**src/rtl/spi_flag_pkg.sv**
```systemverilog
package spi_flag_pkg;

   localparam int unsigned NFLAG  = 4;
   localparam int unsigned FL_RXF = 0;
   localparam int unsigned FL_OVR = 1;
   localparam int unsigned FL_MOD = 2;
   localparam int unsigned FL_TXE = 3;

   typedef enum logic [1:0] {
      CLR_ONE_WRITE = 2'd0,
      CLR_STAT_READ = 2'd1,
      CLR_STAT_CTRL = 2'd2
   } clr_kind_e;

   function automatic clr_kind_e kind_of(input int unsigned idx);
      case (idx)
         FL_TXE:  kind_of = CLR_ONE_WRITE;
         FL_MOD:  kind_of = CLR_STAT_CTRL;
         default: kind_of = CLR_STAT_READ;
      endcase
   endfunction

endpackage

```
**src/rtl/spi_flag_cell.sv**
```systemverilog
module spi_flag_cell
   import spi_flag_pkg::*;
#(
   parameter clr_kind_e KIND    = CLR_STAT_READ,
   parameter bit        RST_VAL = 1'b0
) (
   input  logic clk,
   input  logic rst_n,
   input  logic set_i,
   input  logic access_i,
   input  logic arm_rd_i,
   input  logic step2_i,
   input  logic block_i,
   output logic flag_o
);

   logic flag_q;
   logic clr;

   generate
      if (KIND == CLR_ONE_WRITE) begin : g_one
         assign clr = step2_i;
      end else begin : g_two
         logic armed_q;
         always_ff @(posedge clk or negedge rst_n) begin
            if (!rst_n)
               armed_q <= 1'b0;
            else if (block_i)
               armed_q <= 1'b0;
            else if (access_i)
               armed_q <= arm_rd_i & flag_q;
         end
         assign clr = armed_q & step2_i & ~block_i;


         fell_needs_step2_chk: assert property (@(posedge clk) disable iff (!rst_n)
            $fell(flag_q) |-> $past(step2_i));


         no_clear_under_block_chk: assert property (@(posedge clk) disable iff (!rst_n)
            $fell(flag_q) |-> !$past(block_i));
      end
   endgenerate

   always_ff @(posedge clk or negedge rst_n) begin
      if (!rst_n)
         flag_q <= RST_VAL;
      else
         flag_q <= set_i | (flag_q & ~clr);
   end

   assign flag_o = flag_q;


   set_wins_chk: assert property (@(posedge clk) disable iff (!rst_n)
      set_i |=> flag_q);

endmodule

```
**src/rtl/spi_irq_merge.sv**
```systemverilog
module spi_irq_merge
   import spi_flag_pkg::*;
#(
   parameter bit IRQ_REG = 1'b0
) (
   input  logic             clk,
   input  logic             rst_n,
   input  logic [NFLAG-1:0] flags_i,
   input  logic             spi_en_i,
   input  logic             tx_ie_i,
   input  logic             rx_ie_i,
   input  logic             err_ie_i,
   output logic             tx_irq_o,
   output logic             rxerr_irq_o
);

   logic tx_raw;
   logic rxerr_raw;

   always_comb begin
      tx_raw    = flags_i[FL_TXE] & tx_ie_i & spi_en_i;
      rxerr_raw = (flags_i[FL_RXF] & rx_ie_i)
                | ((flags_i[FL_OVR] | flags_i[FL_MOD]) & err_ie_i);
   end

   generate
      if (IRQ_REG) begin : g_reg
         always_ff @(posedge clk or negedge rst_n) begin
            if (!rst_n) begin
               tx_irq_o    <= 1'b0;
               rxerr_irq_o <= 1'b0;
            end else begin
               tx_irq_o    <= tx_raw;
               rxerr_irq_o <= rxerr_raw;
            end
         end
      end else begin : g_comb
         assign tx_irq_o    = tx_raw;
         assign rxerr_irq_o = rxerr_raw;


         tx_gate_chk: assert property (@(posedge clk) disable iff (!rst_n)
            tx_irq_o |-> (spi_en_i && tx_ie_i));


         rxerr_gate_chk: assert property (@(posedge clk) disable iff (!rst_n)
            (!rx_ie_i && !err_ie_i) |-> !rxerr_irq_o);
      end
   endgenerate

endmodule

```
**src/rtl/spi_ss_gate.sv**
```systemverilog
module spi_ss_gate (
   input  logic clk,
   input  logic rst_n,
   input  logic spi_en_i,
   input  logic master_i,
   input  logic slv_sel_n_i,
   output logic miso_oe_o,
   output logic sck_ok_o
);

   always_comb begin
      miso_oe_o = spi_en_i & ~master_i & ~slv_sel_n_i;
      sck_ok_o  = spi_en_i & (master_i | ~slv_sel_n_i);
   end


   deselect_quiet_chk: assert property (@(posedge clk) disable iff (!rst_n)
      (!master_i && slv_sel_n_i) |-> (!miso_oe_o && !sck_ok_o));

endmodule

```
**src/rtl/spi_flag_irq_ctrl.sv**
```systemverilog
module spi_flag_irq_ctrl
   import spi_flag_pkg::*;
#(
   parameter bit IRQ_REG = 1'b0
) (
   input  logic             clk,
   input  logic             rst_n,
   input  logic             byte_done_i,
   input  logic             rx_ovr_i,
   input  logic             mode_flt_i,
   input  logic             spi_en_i,
   input  logic             master_i,
   input  logic             slv_sel_n_i,
   input  logic             tx_ie_i,
   input  logic             rx_ie_i,
   input  logic             err_ie_i,
   input  logic             stat_rd_i,
   input  logic             data_rd_i,
   input  logic             data_wr_i,
   input  logic             ctrl_wr_i,
   output logic [NFLAG-1:0] status_o,
   output logic             tx_irq_o,
   output logic             rxerr_irq_o,
   output logic             miso_oe_o,
   output logic             sck_ok_o
);

   initial begin : p_param_chk
      if (NFLAG != 4) $fatal(1, "spi_flag_irq_ctrl: flag count must be 4");
   end

   logic             access;
   logic [NFLAG-1:0] set_v;
   logic [NFLAG-1:0] step2_v;
   logic [NFLAG-1:0] block_v;
   logic [NFLAG-1:0] flags;

   always_comb begin
      access          = stat_rd_i | data_rd_i | data_wr_i | ctrl_wr_i;
      set_v           = '0;
      step2_v         = '0;
      block_v         = '0;
      set_v[FL_RXF]   = byte_done_i;
      set_v[FL_TXE]   = byte_done_i;
      set_v[FL_OVR]   = rx_ovr_i;
      set_v[FL_MOD]   = mode_flt_i;
      step2_v[FL_RXF] = data_rd_i;
      step2_v[FL_OVR] = data_rd_i;
      step2_v[FL_MOD] = ctrl_wr_i;
      step2_v[FL_TXE] = data_wr_i;
      block_v[FL_MOD] = mode_flt_i;
   end

   generate
      for (genvar i = 0; i < NFLAG; i++) begin : g_flag
         spi_flag_cell #(
            .KIND    (kind_of(i)),
            .RST_VAL (i == FL_TXE)
         ) u_cell (
            .clk      (clk),
            .rst_n    (rst_n),
            .set_i    (set_v[i]),
            .access_i (access),
            .arm_rd_i (stat_rd_i),
            .step2_i  (step2_v[i]),
            .block_i  (block_v[i]),
            .flag_o   (flags[i])
         );
      end
   endgenerate

   assign status_o = flags;

   spi_irq_merge #(.IRQ_REG(IRQ_REG)) u_irq (
      .clk         (clk),
      .rst_n       (rst_n),
      .flags_i     (flags),
      .spi_en_i    (spi_en_i),
      .tx_ie_i     (tx_ie_i),
      .rx_ie_i     (rx_ie_i),
      .err_ie_i    (err_ie_i),
      .tx_irq_o    (tx_irq_o),
      .rxerr_irq_o (rxerr_irq_o)
   );

   spi_ss_gate u_ss (
      .clk         (clk),
      .rst_n       (rst_n),
      .spi_en_i    (spi_en_i),
      .master_i    (master_i),
      .slv_sel_n_i (slv_sel_n_i),
      .miso_oe_o   (miso_oe_o),
      .sck_ok_o    (sck_ok_o)
   );


   ovr_sets_chk: assert property (@(posedge clk) disable iff (!rst_n)
      rx_ovr_i |=> status_o[FL_OVR]);


   txe_write_clears_chk: assert property (@(posedge clk) disable iff (!rst_n)
      (data_wr_i && !byte_done_i) |=> !status_o[FL_TXE]);

endmodule

```
**config.mk**
```make
export PLATFORM = sky130hd
export DESIGN_NAME = spi_flag_irq_ctrl
export DESIGN_NICKNAME = d
export VERILOG_FILES = /design/src/rtl/spi_flag_pkg.sv /design/src/rtl/spi_flag_cell.sv /design/src/rtl/spi_irq_merge.sv /design/src/rtl/spi_ss_gate.sv /design/src/rtl/spi_flag_irq_ctrl.sv
export SDC_FILE = /design/constraint.sdc
export NUM_CORES = 1
export LEC_CHECK = 0
export ABC_AREA = 1
export BUFFER_PORTS_ARGS = -buffer_cell sky130_fd_sc_hd__buf_4
export CORE_AREA = 2 2 39 41
export DETAILED_ROUTE_END_ITERATION = 10
export DIE_AREA = 0 0 41 43
export HOLD_SLACK_MARGIN = 0.06
export PLACE_DENSITY = 0.59
export SLEW_MARGIN = 20
export SYNTH_ARGS = -nofsm -noshare
export SYNTH_HDL_FRONTEND = slang
export SYNTH_SLANG_ARGS = --single-unit
```
**constraint.sdc**
```tcl
create_clock -name clk -period 1 [get_ports clk]
set_input_delay 0 -clock clk [delete_from_list [all_inputs] [get_ports clk]]
set_output_delay 0 -clock clk [all_outputs]
set_load 0.01 [all_outputs]
```
# Word-level counts from Yosys, hierarchy flattened

Cells that the tools add are included.

Register bits: 7
Input bits: 15

Mux-type cells: 2
Bitwise logic cells: 35
Reductions and logical operators: 1

Operators with widths:

| kind               | number |
|---|---|
| AND 1 bit          | 18 |
| bitwise OR 1 bit   | 10 |
| NOT 1 bit          | 7 |
| two-way mux 1 bit  | 2 |
| nonzero test 2 bit | 1 |

# Logic depth before layout (Yosys ltp)

Gate-level depths: netlist of the first run.

Depth in word-level cells: 5
Depth in mapped cells: 3
Depth with buffers taken out: 3

# Modules after synthesis

A second synthesis of the first run with hierarchy kept.

Cell total of the unflattened synthesis: 51
Area, all modules: 359.1 um^2

Modules (own cells, without submodules):

| module                                | instances | cells each | area each (um^2) | seq. area each (um^2) |
|---|---|---|---|---|
| spi_flag_cell at g_flag[0].u_cell ... | 3         | 11         | 87.6             | 50.0 |
| spi_flag_cell at g_flag[3].u_cell     | 1         | 5          | 41.3             | 26.3 |
| spi_ss_gate                           | 1         | 5          | 21.3             | 0.0 |
| spi_irq_merge                         | 1         | 4          | 18.8             | 0.0 |
| spi_flag_irq_ctrl                     | 1         | 4          | 15.0             | 0.0 |

# Worst setup path before layout of the first run

OpenSTA, ideal clock, no wires.

Path type: flip-flop to flip-flop
Start point: register g_flag[3].u_cell.flag_q
End point: register g_flag[3].u_cell.flag_q
Arrival time: 665 ps
Setup slack: 256 ps
Cell stages (with the launch flop): 3
Path buffers: 0
Period minus slack after synthesis: 744 ps
Path through: dfstp_2 > inv_1 > o21ai_0

Longest elaborated chain between the ends: 2

RTL lines:

| element                | line                | text |
|---|---|---|
| start, declared        | spi_flag_cell.sv:17 | `logic flag_q;` |
| start signal, assigned | spi_flag_cell.sv:49 | `flag_q <= set_i \| (flag_q & ~clr);` |
| AND 1 bit              | spi_flag_cell.sv:49 |  |
| bitwise OR 1 bit       | spi_flag_cell.sv:49 |  |

Every way passes these cells.
A chain may end at the register's enable or synchronous reset.

# Worst setup path in the final report of the first run

Start point: register g_flag[3].u_cell.flag_q
End point: output tx_irq_o

Longest elaborated chain between the ends: 2

RTL lines:

| element                 | line                    | text |
|---|---|---|
| AND 1 bit (2 in series) | spi_irq_merge.sv:21     | `tx_raw = flags_i[FL_TXE] & tx_ie_i & spi_en_i;` |
| end, declared           | spi_flag_irq_ctrl.sv:22 | `output logic tx_irq_o,` |

Every way passes these cells.

==> summary.txt, run 1 <==
Detailed routing
  • Iter 0 DRT Violations: 3
  • Via-per-instance ratio: 4.23
  • # DRC: 0
  • Total wire length: 927 um
  • First-pass DRT Iterations: 4
  • Via Count: approximately 400
  • Post-DRT Antenna Nets: 0
  • Post-DR wirelength/cell: 9.97 um

Synth
  • Post-synthesis register bit count: 7
  • Yosys cell types: 12
  • Mapped Cells: 43
  • Post-Syn Area: 347 um2
  • Mean Syn Cell Area: 8.06 um2
  • Yosys warnings: 0
  • Mux share of post-synthesis cell area: 0
  • Post-synthesis xor/xnor area fraction: 0
  • Simple-gate share of the synthesized area: 0.296
  • Synth Area in Adders: 0
  • Post-synthesis compound-gate area fraction: 0.0650
  • Sequential fraction of the synthesis area: 0.509
  • Syn nets: 58
  • Main combinational cell family by area after synthesis: simple AND/OR/NAND/NOR gates

Timing
  • Endpoints failing hold: 0
  • Slew @ Worst Pin: ~170 ps
  • Setup WS post-layout: -11.1 ps
  • Max Slew Vio Count: 0
  • Clk_skew: 5.91 ps
  • Tcrit/Tclk final: 1.01
  • Slew Limit Headroom: 0.888
  • Crit path time final: slightly above 1000 ps
  • RSZ-0062 raised after global routing: true
  • Final hold slack: roughly 100 ps
  • Setup TNS: -11.1 ps
  • F_max: 989 MHz
  • Final setup viols: 1

Finish
  • Post-layout net count: 93
  • Final cell area excluding filler cells: ~650 um2
  • Share of cells above drive strength 1: 0.429
  • Synthesis-to-finish area growth: 87.4%
  • ANT cells: 0
  • Finished Layout Cells: 93
  • Final Util: 0.469

Run status
  • Failing checks: negative setup slack
  • Outcome: finished with violations

Clock network
  • Worst skew pair latency: ~250 ps
  • CTS tree: done
  • Num CTS Buffers: 3
  • CTS Sinks: 7
  • Reg clk slew, reported paths: 60 ps
  • Clk buf depth: 2
  • Clock root buffer: clkbuf_4
  • CTS HTree Levels: 1

Setup path
  • Setup CP Type: reg2out
  • Worst Setup End Kind: output port
  • Crit Path Max Fanout: 2
  • Startpoint types: register
  • WP data required: 1000 ps
  • WP data arrival: ~1000 ps

Placement
  • Routability cong.: 0.716
  • Post-Place Cells: 77
  • Placed Area: 502 um2
  • PortBufs: 22
  • Setup WS pre-CTS: 185 ps
  • Post-DP HPWL: about 680 um

Global route
  • Largest net degree at the start of global routing: 8
  • First-pass GRT wire length: 1370 um
  • Gr usage total: 0.123
  • Remaining Overflow, GRT: 0
  • Initial antenna violation count: 0
  • Vias in the first global route: 357

Die
  • DIE WIDTH: 41 um
  • Die Y: between 40 and 50 um
  • Initial core utilization: 0.250
  • Standard-cell rows: 14
  • Die area: ~1800 um2
  • Core Area: between 1000 and 1500 um2
  • Ports: 23

Power and ir drop
  • P_leak: around 0.34 nW
  • Total power: 0.764 mW
  • Power per cell area: 1180 nW/um2
  • IR drop worst, VDD: approximately 0.56 mV

Min path
  • Worst hold path class: in2async

Run
  • Max-Cap Viols: 0
cells in the mapped netlist:
cell	n	area [um2]
a21o_1	1	7.51
buf_4	4	30.0
dfrtp_1	6	150
dfstp_2	1	26.3
inv_1	4	15.0
nand2_1	16	60.1
nand3_1	3	15.0
nand4_1	1	6.26
nor2_1	1	3.75
nor2_2	2	12.5
nor3_1	1	5.00
o21ai_0	3	15.0
power breakdown:
part	total, mW	internal (mW)	switching, mW
sequential	0.320	0.306	0.0140
clock	0.259	0.152	0.107
combinational	0.185	0.114	0.0714
total	0.764	0.572	0.192
worst paths after layout:
path	startpoint	endpoint	slack, ps	cells after the start
worst min-delay path	rst_n	g_flag[0].u_cell.flag_o	100	2
max in group asynchronous	rst_n	g_flag[3].u_cell.flag_o	690	2
worst max-delay path	g_flag[3].u_cell.flag_o	tx_irq_o	-10	3
worst min register to register	g_flag[0].u_cell.g_two.armed_q	g_flag[0].u_cell.g_two.armed_q	510	2
min in group clk	slv_sel_n_i	miso_oe_o	250	3
worst max register to register	g_flag[3].u_cell.flag_o	g_flag[3].u_cell.flag_o	130	3
cell type report:
class                      instances  area [um2]
clock buffer                       4        26.3
fill                             143         734
inverter                           4        15.0
multi-input combinational         28         129
sequential                         7         176
tap                               16        20.0
timing repair buffer              34         283
worst max-delay path: stages (launching register included):
cell and delay [ps]:
dfstp_2 520, nand2_1 40, nor2_1 80, buf_4 120
routing by layer:
layer	share of wire	track usage	wire length, um
met1	0.39	0.126	366
met5	0	0	0
met2	0.49	0.194	457
met3	0.098	0.0471	91
met4	0.012	0.0800	11
cells in the final DEF (no fill, tap or decap), drive strengths merged:
cell type,netlist,routed
nand2,16,16
o21ai,3,3
nand4,1,1
a21o,1,1
nor2,3,3
nand3,3,3
inv,4,4
dfrtp,6,6
buf,4,26
nor3,1,1
dlygate4sd3,0,8
dfstp,1,1
clkbuf,0,4
flip-flops by register name, indices dropped and copies added, names as in the netlist:
name                         flops
g_flag.u_cell.flag_o             4
g_flag.u_cell.g_two.armed_q      3
cell families (layout without fill, tap and decap cells):
kind of cell / Yosys count / in the layout
buf+inv: 8 / 42
compound gates: 4 / 4
flops: 7 / 7
simple gates: 24 / 24
what timing repair did:
item                                    CTS  global route
hold buffers                              8             0
endpoints found under the hold margin    14             0
resized for setup                         1             3
buffers inserted                          1             3
pin swaps                                 1             3
endpoints found under the setup margin    2             3
(Power assumes the default switching activity.)
==> inputs of run 2 (changes only) <==
--- a/config.mk
+++ b/config.mk
@@ -11,7 +11,6 @@
 export DETAILED_ROUTE_END_ITERATION = 10
 export DIE_AREA = 0 0 41 43
 export HOLD_SLACK_MARGIN = 0.06
-export PLACE_DENSITY = 0.59
 export SLEW_MARGIN = 20
 export SYNTH_ARGS = -nofsm -noshare
 export SYNTH_HDL_FRONTEND = slang
==> run 2 against run 1 <==
Net effect: the run still ends with negative setup slack left; combinational power is 3% lower; flip-flop and latch count stayed put; cell area is 1.7% lower; core utilization is 0.81 points lower; worst setup slack worse by 24 ps; cell count is 1.1% lower; global-route usage is 0.82 points lower; via count is 2.0% lower; highest routed layer unchanged; first-iteration DRC count is 130% higher; die area stayed put; largest cell class unchanged; routed wire length is 5.1% lower; count of clock-buffer cells in the layout stayed put.
==> summary.txt, run 2 (synthesized netlist as in run 1, its figures left out) <==
Run status
  • Outcome: finished with violations (unchanged)
  • Failing checks: negative setup slack (unchanged)

Timing
  • Slew @ Worst Pin: 169 ps (was 167 ps)
  • Setup WS post-layout: -34.7 ps (was -11.1 ps)
  • Max Slew Vio Count: 0 (unchanged)
  • F_max: 966 MHz (was 989 MHz)
  • Final setup viols: 2 (was 1)
  • Setup TNS: -50.5 ps (was -11.1 ps)
  • Clk_skew: 4.56 ps (was 5.91 ps)
  • Tcrit/Tclk final: 1.03 (was 1.01)
  • RSZ-0062 raised after global routing: true (unchanged)
  • Endpoints failing hold: 0 (unchanged)
  • Final hold slack: 91.1 ps (was 103 ps)
  • Slew Limit Headroom: 0.887 (was 0.888)
  • Crit path time final: 1030 ps (was 1010 ps)

Finish
  • Storage cell area: 176 um2 (unchanged)
  • Commonest non-fill, non-tap cell in the layout: buf_4 (unchanged)
  • Fillers: 162 (was 143)
  • Synthesis-to-finish area growth: 84.1% (was 87.4%)
  • Finished Layout Cells: 92 (was 93)
  • Post-layout net count: 92 (was 93)
  • Share of cells above drive strength 1: 0.408 (was 0.429)
  • Multi-input gate area: 125 um2 (was 129 um2)
  • Most frequent cells in the layout: 23 x buf_4, 16 x nand2_1, 8 x dlygate4sd3_1 (was 24 x buf_4, 16 x nand2_1, 8 x dlygate4sd3_1)
  • Max FFs per register: 4 (unchanged)
  • ANT cells: 0 (unchanged)

Placement
  • Post-Place Cells: 77 (unchanged)
  • Routability cong.: 0.701 (was 0.716)
  • PortBufs: 22 (unchanged)
  • Post-DP HPWL: 630 um (was 678 um)
  • Setup WS pre-CTS: 195 ps (was 185 ps)

Global route
  • Remaining Overflow, GRT: 0 (unchanged)
  • Initial antenna violation count: 0 (unchanged)
  • Largest net degree at the start of global routing: 8 (unchanged)
  • First-pass GRT wire length: 1300 um (was 1370 um)
  • Vias in the first global route: 374 (was 357)
  • Gr usage total: 0.114 (was 0.123)

Setup path
  • WP data required: 1000 ps (about the same)
  • WP data arrival: 1030 ps (was 1010 ps)
  • Slowest stage delay, CP: 540 ps (was 520 ps)
  • Critical-path cell list: nand2_1 > nor2_1 > buf_4 (unchanged)
  • CP Buf/Inv Count: 1 (unchanged)
  • Top Family by Delay on Critical Path: flip-flops (unchanged)
  • R2r startpoint: g_flag[1].u_cell.flag_o (was g_flag[3].u_cell.flag_o)
  • Setup CP Type: reg2out (unchanged)
  • Critical path's slowest cell: dfstp_2 (unchanged)
  • Worst Setup End Kind: output port (unchanged)
  • Startpoint types: register (unchanged)
  • Crit Path Max Fanout: 3 (was 2)
  • Crit path launch: g_flag[3].u_cell.flag_o (unchanged)

Power and ir drop
  • Pint: 0.568 mW (was 0.572 mW)
  • Power per cell area: 1190 nW/um2 (was 1180 nW/um2)
  • P_leak: 0.337 nW (was 0.343 nW)
  • Sw frac: 0.254 (was 0.251)
  • Combinational fraction of design power: 0.234 (was 0.242)
  • Clock power share: 0.346 (was 0.339)
  • Reg power frac: 0.420 (was 0.419)
  • IR drop worst, VDD: 0.554 mV (was 0.558 mV)
  • Total power: 0.762 mW (was 0.764 mW)
  • Psw: 0.194 mW (was 0.192 mW)

Clock network
  • CTS HTree Levels: 1 (unchanged)
  • CTS tree: done (unchanged)
  • CTS Sinks: 7 (unchanged)
  • Num CTS Buffers: 3 (unchanged)
  • Reg clk slew, reported paths: 60 ps (about the same)
  • Clock root buffer: clkbuf_4 (unchanged)
  • Clk buf depth: 2 (unchanged)
  • Worst skew pair latency: 260 ps (was 250 ps)

Die
  • Initial core utilization: 0.250 (unchanged)
  • DIE WIDTH: 41 um (unchanged)
  • Core Area: 1380 um2 (unchanged)
  • Standard-cell rows: 14 (unchanged)
  • Die area: 1760 um2 (unchanged)
  • Ports: 23 (unchanged)
  • Die Y: 43 um (unchanged)

Run
  • Max-Cap Viols: 0 (unchanged)

Detailed routing
  • Iter 0 DRT Violations: 7 (was 3)
  • Via Count: 385 (was 393)
  • Post-DR wirelength/cell: 9.57 um (was 9.97 um)
  • First-pass DRT Iterations: 4 (unchanged)
  • Total wire length: 880 um (was 927 um)
  • Via-per-instance ratio: 4.18 (was 4.23)
  • Post-DRT Antenna Nets: 0 (unchanged)
  • # DRC: 0 (unchanged)

Min path
  • Worst hold path class: in2async (unchanged)
run 2: layout make-up:
| cell class | count | share of cell area |
|---|---|---|
| inverters | 4 | 0.0235 |
| multi-input cells | 28 | 0.196 |
| flip-flops and latches | 7 | 0.276 |
| well taps | 16 | 0.0314 |
| clock buffers | 4 | 0.0412 |
| repair buffers | 33 | 0.431 |
run 2: metrics by stage:
stage / util / area [um2]
2_1_floorplan: - / 347
3_3_place_gp: 0.363 / 502
4_1_cts: 0.450 / 623
6_report: 0.461 / 638
3_5_place_dp: 0.363 / 502
5_1_grt: 0.461 / 638
run 2: worst paths after layout:
check,slack (ps),end,depth (start not counted)
max,-30,tx_irq_o,3
min,90,g_flag[0].u_cell.flag_o,2
max reg2reg,190,g_flag[1].u_cell.flag_o,2
min reg2reg,480,g_flag[3].u_cell.flag_o,2
max in group asynchronous,700,g_flag[3].u_cell.flag_o,2
min in group clk,260,miso_oe_o,3
run 2: worst reg2reg max path, cell delays in order (launching register included):
cell	delay, ps
dfrtp_1	390
buf_4	150
a21o_1	170
run 2: what timing repair did:
action	CTS	global route
hold buffers	8	0
endpoints found under the hold margin	14	0
resized for setup	1	2
buffers inserted	2	1
endpoints found under the setup margin	2	3
run 2: power by group through the flow:
stage               Combinational, mW  Clock (mW)  Sequential, mW
floorplan                      0.0627           0           0.322
global placement                0.135           0           0.326
detailed placement              0.137           0           0.325
CTS                             0.173       0.271           0.320
global route                    0.198       0.290           0.322
finish                          0.179       0.264           0.320
run 2: routing by layer:
layer,vias up,share of wire,global-route usage
met1,163,0.42,0.116
met2,22,0.46,0.178
met3,2,0.10,0.0314
met4,0,0.015,0.100
li1,198,-,-
met5,-,0,0
==> inputs of run 3 (changes only) <==
--- a/config.mk
+++ b/config.mk
@@ -6,7 +6,7 @@
 export NUM_CORES = 1
 export LEC_CHECK = 0
 export ABC_AREA = 1
-export BUFFER_PORTS_ARGS = -buffer_cell sky130_fd_sc_hd__buf_4
+export BUFFER_PORTS_ARGS = -buffer_cell sky130_fd_sc_hd__buf_2
 export CORE_AREA = 2 2 39 41
 export DETAILED_ROUTE_END_ITERATION = 10
 export DIE_AREA = 0 0 41 43
==> run 3 against run 2 <==
Net effect: the run still ends with negative setup slack left; non-clock buffer count shrank 1; core utilization decreased by 5.0 points; first-iteration DRC count decreased by 43%; global-route usage is 0.21 points lower; via count shrank 1.0%; sequential share of layout area grew 3.3 points; routed wire length is 4.1% lower; cell area is 11% lower; power is 4.7% lower.
==> summary.txt, run 3 (synthesized netlist as in run 1, its figures left out) <==
Global route
  • Largest net degree at the start of global routing: 8 (unchanged)
  • Vias in the first global route: 353 (was 374)
  • First-pass GRT wire length: 1290 um (was 1300 um)
  • Gr usage total: 0.112 (was 0.114)
  • Remaining Overflow, GRT: 0 (unchanged)
  • Initial antenna violation count: 0 (unchanged)

Placement
  • Post-DP HPWL: 589 um (was 630 um)
  • Routability cong.: 0.756 (was 0.701)
  • Placed Area: 447 um2 (was 502 um2)
  • PortBufs: 22 (unchanged)
  • Post-Place Cells: 77 (unchanged)
  • Setup WS pre-CTS: 227 ps (was 195 ps)

Die
  • DIE WIDTH: 41 um (unchanged)
  • Ports: 23 (unchanged)
  • Standard-cell rows: 14 (unchanged)
  • Initial core utilization: 0.250 (unchanged)
  • Die area: 1760 um2 (unchanged)
  • Core Area: 1380 um2 (unchanged)
  • Die Y: 43 um (unchanged)

Setup path
  • WP data required: 1000 ps (about the same)
  • Startpoint types: register (unchanged)
  • Slowest stage delay, CP: 540 ps (about the same)
  • Top Family by Delay on Critical Path: flip-flops (unchanged)
  • Crit Path Max Fanout: 3 (unchanged)
  • Setup CP Type: reg2out (unchanged)
  • WP data arrival: 1030 ps (about the same)
  • Worst Setup End Kind: output port (unchanged)
  • Critical-path cell list: nand2_1 > nor2_1 > buf_2 (was nand2_1 > nor2_1 > buf_4)
  • CP Buf/Inv Count: 1 (unchanged)
  • Critical path's slowest cell: dfstp_2 (unchanged)

Timing
  • Max Slew Vio Count: 0 (unchanged)
  • Crit path time final: 1030 ps (about the same)
  • Final setup viols: 1 (was 2)
  • Slew Limit Headroom: 0.883 (was 0.887)
  • Tcrit/Tclk final: 1.03 (about the same)
  • Clk_skew: 0.224 ps (was 4.56 ps)
  • Endpoints failing hold: 0 (unchanged)
  • Final hold slack: 110 ps (was 91.1 ps)
  • Setup WS post-layout: -35.0 ps (was -34.7 ps)
  • Slew @ Worst Pin: 176 ps (was 169 ps)
  • F_max: 966 MHz (about the same)
  • RSZ-0062 raised after global routing: true (unchanged)

Run
  • Max-Cap Viols: 0 (unchanged)

Finish
  • Final cell area excluding filler cells: 569 um2 (was 638 um2)
  • ANT cells: 0 (unchanged)
  • Final Util: 0.411 (was 0.461)
  • Commonest non-fill, non-tap cell in the layout: buf_2 (was buf_4)
  • Post-layout net count: 91 (was 92)
  • Most frequent cells in the layout: 22 x buf_2, 16 x nand2_1, 8 x dlygate4sd3_1 (was 23 x buf_4, 16 x nand2_1, 8 x dlygate4sd3_1)
  • Synthesis-to-finish area growth: 64.3% (was 84.1%)
  • Finished Layout Cells: 91 (was 92)
  • Share of cells above drive strength 1: 0.413 (was 0.408)
  • Max FFs per register: 4 (unchanged)

Detailed routing
  • Iter 0 DRT Violations: 4 (was 7)
  • First-pass DRT Iterations: 4 (unchanged)
  • Post-DRT Antenna Nets: 0 (unchanged)
  • Via-per-instance ratio: 4.19 (was 4.18)
  • Via Count: 381 (was 385)
  • Post-DR wirelength/cell: 9.27 um (was 9.57 um)
  • # DRC: 0 (unchanged)
  • Total wire length: 844 um (was 880 um)

Power and ir drop
  • P_leak: 0.312 nW (was 0.337 nW)
  • IR drop worst, VDD: 0.632 mV (was 0.554 mV)
  • Power per cell area: 1280 nW/um2 (was 1190 nW/um2)

Clock network
  • Clock root buffer: clkbuf_4 (unchanged)
  • CTS HTree Levels: 1 (unchanged)
  • Num CTS Buffers: 3 (unchanged)
  • Clk buf depth: 2 (unchanged)
  • CTS Sinks: 7 (unchanged)
  • Worst skew pair latency: 260 ps (about the same)
  • CTS tree: done (unchanged)
  • Reg clk slew, reported paths: 60 ps (about the same)

Run status
  • Failing checks: negative setup slack (unchanged)
  • Outcome: finished with violations (unchanged)

Min path
  • Worst hold path class: in2async (unchanged)
[run 3: changes by cell type in the layout (fill, tap and decap cells not counted), sizes merged]
cell and delta:
clkbuf -1, clkinv +1, buf -1
[run 3: cell type report]
type	count	area [um2]
inverter	4	15.0
clock buffer	3	22.5
timing repair buffer	32	205
multi-input combinational	28	125
clock inverter	1	5.00
sequential	7	176
fill	151	815
tap	16	20.0
[run 3: path summary, 6_finish.rpt]
check                                             start                       to  slack (ps)  depth (start not counted)
worst max-delay path            g_flag[3].u_cell.flag_o                 tx_irq_o         -30                          3
worst min register to register  g_flag[3].u_cell.flag_o  g_flag[3].u_cell.flag_o         480                          2
min in group clk                            slv_sel_n_i                miso_oe_o         250                          3
max in group asynchronous                         rst_n  g_flag[3].u_cell.flag_o         660                          2
worst max register to register  g_flag[1].u_cell.flag_o  g_flag[1].u_cell.flag_o         200                          2
worst min-delay path                              rst_n  g_flag[2].u_cell.flag_o         110                          2
[run 3: stage by stage]
stage / TNS (ps) / power [mW]
2_1_floorplan: 0 / 0.384
3_3_place_gp: 0 / 0.432
3_5_place_dp: 0 / 0.435
4_1_cts: -46.0 / 0.733
5_1_grt: -159 / 0.778
6_report: -35.0 / 0.726
[run 3: worst register-to-register path: stages, from the launching register on]
cell,delay [ps]
dfrtp_1,380
buf_4,140
a21o_1,170
[run 3: where the power goes]
group | leakage, nW | switching (mW) | internal [mW]
sequential | 0.0766 | 0.0141 | 0.306
clock | 0.0177 | 0.117 | 0.147
combinational | 0.218 | 0.0651 | 0.0771
total | 0.312 | 0.197 | 0.530
[run 3: timing repair]
item	in CTS	in global routing
hold buffers	8	0
pin swaps	0	0
gates resized for setup	1	0
setup endpoints to repair	2	2
endpoints found under the hold margin	14	0
buffers inserted	1	1
[run 3: routing by layer]
metal	vias up	track usage	wire, um
met4	0	0.0800	19
met2	22	0.175	372
met3	2	0.0314	95
li1	197	-	-
met1	160	0.122	358
met5	-	0	0
